===== src/rtl/canGuardPkg.sv =====
package canGuardPkg;

  typedef enum logic [1:0] {
    MODE_NORMAL  = 2'd0,
    MODE_SLEEP   = 2'd1,
    MODE_SOFTRST = 2'd2,
    MODE_PWRDN   = 2'd3
  } canMode_e;

  typedef struct packed {
    logic     cfgWrOk;
    canMode_e mode;
  } ctlStrobe_t;

  localparam int ADDR_CTL0  = 0;
  localparam int CFG_BASE   = 1;
  localparam int CFG_CNT    = 12;
  localparam int ADDR_RXERR = CFG_BASE + CFG_CNT;
  localparam int ADDR_TXERR = ADDR_RXERR + 1;

  localparam int BIT_SOFTRST  = 0;
  localparam int BIT_SLEEPREQ = 1;
  localparam int BIT_SLEEPACK = 2;
  localparam int BIT_WAKEIE   = 3;
  localparam int BIT_WAKEFLAG = 4;

endpackage


===== src/rtl/canGuardCtrl.sv =====
module canGuardCtrl
  import canGuardPkg::*;
#(
  parameter int ADDR_W = 4,
  parameter int DATA_W = 8
) (
  input  logic              clk,
  input  logic              rstN,
  input  logic [ADDR_W-1:0] addr,
  input  logic [DATA_W-1:0] wrData,
  input  logic              wrEn,
  input  logic              busIdle,
  input  logic              rxIn,
  input  logic              stopIn,
  output ctlStrobe_t        strobe,
  output logic [DATA_W-1:0] ctlView,
  output logic              softRst,
  output logic              sleepAck,
  output logic              wakeIe,
  output logic              wakeFlag,
  output logic              wakeIrq
);

  logic     sleepReq;
  logic     rxPrev;
  logic     ctlWr;
  logic     wakeEdge;
  canMode_e baseMode;

  assign ctlWr    = wrEn && (addr == ADDR_W'(ADDR_CTL0));
  assign wakeEdge = rxPrev && !rxIn && sleepAck && !softRst;

  always_ff @(posedge clk or negedge rstN) begin
    if (!rstN) begin
      softRst  <= 1'b1;
      sleepReq <= 1'b0;
      wakeIe   <= 1'b0;
    end else if (ctlWr) begin
      softRst  <= wrData[BIT_SOFTRST];
      sleepReq <= wrData[BIT_SLEEPREQ];
      wakeIe   <= wrData[BIT_WAKEIE];
    end
  end

  always_ff @(posedge clk or negedge rstN) begin
    if (!rstN) begin
      sleepAck <= 1'b0;
    end else if (!sleepReq) begin
      sleepAck <= 1'b0;
    end else if (busIdle) begin
      sleepAck <= 1'b1;
    end
  end

  always_ff @(posedge clk or negedge rstN) begin
    if (!rstN) begin
      wakeFlag <= 1'b0;
      rxPrev   <= 1'b1;
    end else begin
      rxPrev <= rxIn;
      if (wakeEdge) begin
        wakeFlag <= 1'b1;
      end else if (ctlWr && wrData[BIT_WAKEFLAG]) begin
        wakeFlag <= 1'b0;
      end
    end
  end

  always_comb begin
    if (softRst) begin
      baseMode = MODE_SOFTRST;
    end else if (sleepAck) begin
      baseMode = MODE_SLEEP;
    end else begin
      baseMode = MODE_NORMAL;
    end
    strobe.mode    = (baseMode != MODE_NORMAL && stopIn) ? MODE_PWRDN : baseMode;
    strobe.cfgWrOk = softRst;
  end

  always_comb begin
    ctlView               = '0;
    ctlView[BIT_SOFTRST]  = softRst;
    ctlView[BIT_SLEEPREQ] = sleepReq;
    ctlView[BIT_SLEEPACK] = sleepAck;
    ctlView[BIT_WAKEIE]   = wakeIe;
    ctlView[BIT_WAKEFLAG] = wakeFlag;
  end

  assign wakeIrq = wakeFlag && wakeIe && sleepAck;

endmodule


===== src/rtl/canGuardRegs.sv =====
module canGuardRegs
  import canGuardPkg::*;
#(
  parameter int ADDR_W       = 4,
  parameter int DATA_W       = 8,
  parameter int NUM_CORE_CLK = 3
) (
  input  logic                    clk,
  input  logic                    rstN,
  input  logic [ADDR_W-1:0]       addr,
  input  logic [DATA_W-1:0]       wrData,
  input  logic                    wrEn,
  input  ctlStrobe_t              strobe,
  input  logic [DATA_W-1:0]       ctlView,
  input  logic [DATA_W-1:0]       rxErrCnt,
  input  logic [DATA_W-1:0]       txErrCnt,
  input  logic                    engTx,
  output logic [DATA_W-1:0]       rdData,
  output logic                    txOut,
  output logic                    regClkEn,
  output logic [NUM_CORE_CLK-1:0] coreClkEn
);

  logic [DATA_W-1:0] cfgReg [CFG_CNT];
  logic [CFG_CNT-1:0] cfgHit;

  for (genvar i = 0; i < CFG_CNT; i++) begin : gCfg
    assign cfgHit[i] = (addr == ADDR_W'(CFG_BASE + i));
    always_ff @(posedge clk or negedge rstN) begin
      if (!rstN) begin
        cfgReg[i] <= '0;
      end else if (wrEn && strobe.cfgWrOk && cfgHit[i]) begin
        cfgReg[i] <= wrData;
      end
    end
  end

  always_comb begin
    rdData = '0;
    if (addr == ADDR_W'(ADDR_CTL0)) begin
      rdData = ctlView;
    end else if (addr == ADDR_W'(ADDR_RXERR)) begin
      rdData = rxErrCnt;
    end else if (addr == ADDR_W'(ADDR_TXERR)) begin
      rdData = txErrCnt;
    end
    for (int k = 0; k < CFG_CNT; k++) begin
      if (cfgHit[k]) begin
        rdData = cfgReg[k];
      end
    end
  end

  always_comb begin
    regClkEn  = (strobe.mode != MODE_PWRDN);
    coreClkEn = (strobe.mode == MODE_NORMAL) ? '1 : '0;
    txOut     = (strobe.mode == MODE_NORMAL) ? engTx : 1'b1;
  end

endmodule


===== src/rtl/canModeGuard.sv =====
module canModeGuard
  import canGuardPkg::*;
#(
  parameter int ADDR_W       = 4,
  parameter int DATA_W       = 8,
  parameter int NUM_CORE_CLK = 3
) (
  input  logic                    clk,
  input  logic                    rstN,
  input  logic [ADDR_W-1:0]       addr,
  input  logic [DATA_W-1:0]       wrData,
  input  logic                    wrEn,
  output logic [DATA_W-1:0]       rdData,
  input  logic [DATA_W-1:0]       rxErrCnt,
  input  logic [DATA_W-1:0]       txErrCnt,
  input  logic                    busIdle,
  input  logic                    rxIn,
  input  logic                    engTx,
  input  logic                    stopIn,
  output logic                    txOut,
  output logic                    regClkEn,
  output logic [NUM_CORE_CLK-1:0] coreClkEn,
  output logic [1:0]              mode,
  output logic                    wakeIrq
);

  ctlStrobe_t        strobe;
  logic [DATA_W-1:0] ctlView;
  logic              softRst;
  logic              sleepAck;
  logic              wakeIe;
  logic              wakeFlag;

  canGuardCtrl #(.ADDR_W(ADDR_W), .DATA_W(DATA_W)) uCtrl (
    .clk(clk), .rstN(rstN), .addr(addr), .wrData(wrData), .wrEn(wrEn),
    .busIdle(busIdle), .rxIn(rxIn), .stopIn(stopIn), .strobe(strobe),
    .ctlView(ctlView), .softRst(softRst), .sleepAck(sleepAck),
    .wakeIe(wakeIe), .wakeFlag(wakeFlag), .wakeIrq(wakeIrq)
  );

  canGuardRegs #(.ADDR_W(ADDR_W), .DATA_W(DATA_W), .NUM_CORE_CLK(NUM_CORE_CLK)) uRegs (
    .clk(clk), .rstN(rstN), .addr(addr), .wrData(wrData), .wrEn(wrEn),
    .strobe(strobe), .ctlView(ctlView), .rxErrCnt(rxErrCnt),
    .txErrCnt(txErrCnt), .engTx(engTx), .rdData(rdData), .txOut(txOut),
    .regClkEn(regClkEn), .coreClkEn(coreClkEn)
  );

  assign mode = strobe.mode;

endmodule


===== config.mk =====
export PLATFORM = sky130hd
export DESIGN_NAME = canModeGuard
export DESIGN_NICKNAME = d
export VERILOG_FILES = /design/src/rtl/canGuardPkg.sv /design/src/rtl/canGuardCtrl.sv /design/src/rtl/canGuardRegs.sv /design/src/rtl/canModeGuard.sv
export SDC_FILE = /design/constraint.sdc
export NUM_CORES = 1
export LEC_CHECK = 0
export ABC_AREA = 1
export BUFFER_PORTS_ARGS = -buffer_cell sky130_fd_sc_hd__buf_2
export CAP_MARGIN = 20
export CORE_MARGIN = 3
export CORE_UTILIZATION = 40
export DETAILED_ROUTE_END_ITERATION = 10
export HOLD_SLACK_MARGIN = 0.06
export SLEW_MARGIN = 0
export SYNTH_ARGS = -nofsm -noshare
export SYNTH_HDL_FRONTEND = slang
export SYNTH_SLANG_ARGS = --single-unit

===== constraint.sdc =====
create_clock -name clk -period 1.9 [get_ports clk]
set_input_delay 0.19 -clock clk [delete_from_list [all_inputs] [get_ports clk]]
set_output_delay 0.19 -clock clk [all_outputs]
set_load 0.02 [all_outputs]

==> qor.csv <==
metric,value,unit
CP Class,flop to primary output,
CP Max Fanout,2,
Slew Limit Fails,0,
Int Power,3.95,mW
RSZ-0062 raised after global routing,yes,
All-Layer GR Usage,0.198,
clk root buf,clkbuf_16,
max_slew headroom,0.648,
via count,4236,
dpl cells,824,
dpl hpwl,9190,um
pin count of the biggest net entering global routing,44,
"Worst Setup Slack, final",-127,ps
ANT nets after route,0,
Final Instance Count excl. Fillers,844,
Setup Skew,4.46,ps
fin crit share,1.07,
Synth Area per Inst,7.74,um2
fraction of layout cells with a size suffix above 1,0.198,
status,"finished, violations left",
"Clk pin slew, worst setup/hold paths",70,ps
Worst Setup End Kind,primary output,
number of CTS-inserted buffers,9,
Post-Syn Instances,614,
"FFs w/ async S/R, synth",1.00,
n_diodes,0,
switch share,0.286,
drt first pass iters,5,
Pwr Density,957,nW/um2
Synth Cell Area,4750,um2
vias in the first global route,4200,
Setup crit start kind,flop,
Place WS,-24.2,ps
Mapped Nets,649,
MaxCap Viol Count,0,
Clock Sinks,102,
Die H,115,um
H-tree levels,3,
WL per Instance,14.8,um
synthesized flop and latch total,102,
worst skew pair latency,340,ps
"EDFF count, synth",0,
register area share after synthesis,0.538,
die width,115,um
top_reg_cell synth,dfrtp_1,
TritonCTS clock tree,built,
Vias/cell,5.02,
Final nets,731,
Ports,51,
Iter 0 DRT Violations,278,
routed wire length,12500,um
final setup vio count,5,
Hold WS,82.0,ps
R2R depth,7,
distinct cell type count after synthesis,20,
"commonest non-fill, non-tap cell in the layout",nand2_1,
core area,11500,um2
I/O Buffers,50,
initial antenna violation count,0,
most frequent cells in the layout,"nand2_1, o21ai_0, dfrtp_1",
final hold vios,0,
Initial Util,0.413,
clock power share,0.330,
maximum vdd drop,0.425,mV
DRC Markers,0,
Flop pwr share,0.503,
GPL Wtd Cong,0.902,
die area,13200,um2
hold path depth,3,
row count,39,
maximum clock path buffer count,2,
violated checks,setup timing,
Hold WC Path Type,primary input to flop,
CP required,1710,ps
Area Growth Syn to Fin,21.6,%
Comb power frac,0.167,
Worst-Margin Slew,527,ps
FMAX,0.493,GHz
first-pass GRT wire length,20700,um
minimum clock period,2030,ps
Sw Pwr,1.58,mW
grt ovf,0,
Synth Warn #,0,
Leakage Power,2.79,nW
WP data arrival,1840,ps
## power groups by stage
stage	clock network (mW)	registers, mW	logic, mW
floorplan	0	2.74	0.595
detailed placement	0	2.82	0.892
global route	1.95	2.83	1.07
finish	1.83	2.78	0.924
global placement	0	2.80	0.869
CTS	1.87	2.78	0.909
## cells in the mapped netlist (3+ instances only)
master,number,area (um2)
nand3_1,14,70.1
nor2_2,8,50.1
nor2_4,3,33.8
o21ai_0,102,510
nand2_1,234,878
clkbuf_1,22,82.6
inv_2,3,11.3
or2_2,4,25.0
inv_1,47,176
nor2_1,41,154
nand4_1,21,131
a21oi_1,4,20.0
dfrtp_1,100,2500
## state kept, by name, summed over array words and instances (netlist names)
signal and flops:
uCtrl.wakeIe 1, uCtrl.sleepAck 1, uCtrl.softRst 1, uCtrl.wakeFlag 1, uCtrl.sleepReq 1, uRegs.cfgReg 96
uCtrl.rxPrev 1
## final timing paths
path / start / endpoint / slack, ps
worst max-delay path: uCtrl.wakeFlag / rdData[4] / -130
worst min-delay path: busIdle / uCtrl.sleepAck / 80
worst max register to register: uCtrl.softRst / uRegs.cfgReg[16] / 400
worst min register to register: uRegs.cfgReg[34] / uRegs.cfgReg[34] / 490
max in group asynchronous: rstN / uRegs.cfgReg[23] / 920
min in group asynchronous: rstN / uCtrl.sleepAck / 360
## routing by layer
metal / vias up / track usage / wire [um]
li1: 2118 / - / -
met1: 1985 / 0.263 / 5710
met2: 118 / 0.338 / 6000
met3: 15 / 0.0232 / 543
met4: 0 / 0.0657 / 216
met5: - / 0 / 0
## through the flow
stage          TNS, ps  area, um2   util  total power, mW
2_1_floorplan        0       4750      -             3.34
3_3_place_gp     -75.4       5420  0.471             3.67
3_5_place_dp     -42.2       5420  0.471             3.71
4_1_cts           -411       5750  0.499             5.56
5_1_grt          -1640       5780  0.502             5.86
6_report          -316       5780  0.502             5.53
## cell type report
class                      count  area (um2)
clock buffer                  11         233
clock inverter                 5        58.8
fill                        1160        5740
inverter                      50         188
multi-input combinational    437        1930
sequential                   102        2550
tap                          143         179
timing repair buffer          96         634
## critical path: stages, from the launching register on
cell,delay [ps]
dfrtp_1,390
inv_2,70
nand2_2,40
o21ai_2,60
nand2_1,70
nand2_1,60
nand4_1,120
nor2_2,140
nand4_1,130
nor2_1,140
nand4_1,120
buf_6,150
## timing repair
action                                  CTS  global route
endpoints found under the hold margin    31             0
hold buffers                              2             0
resized for setup                         4            11
pin swaps                                 0            13
endpoints found under the setup margin    8             8
setup buffers                             1             1
## cells by family (layout without fill, tap and decap cells)
| family | count (synthesis) | in the layout | synth area share |
|---|---|---|---|
| and+or+nand+nor | 329 | 329 | 0.288 |
| buffers and inverters | 75 | 162 | 0.0611 |
| DFF | 102 | 102 | 0.538 |
| AOI/OAI and AO/OA | 108 | 108 | 0.114 |
Power figures use the tool's default switching activity.
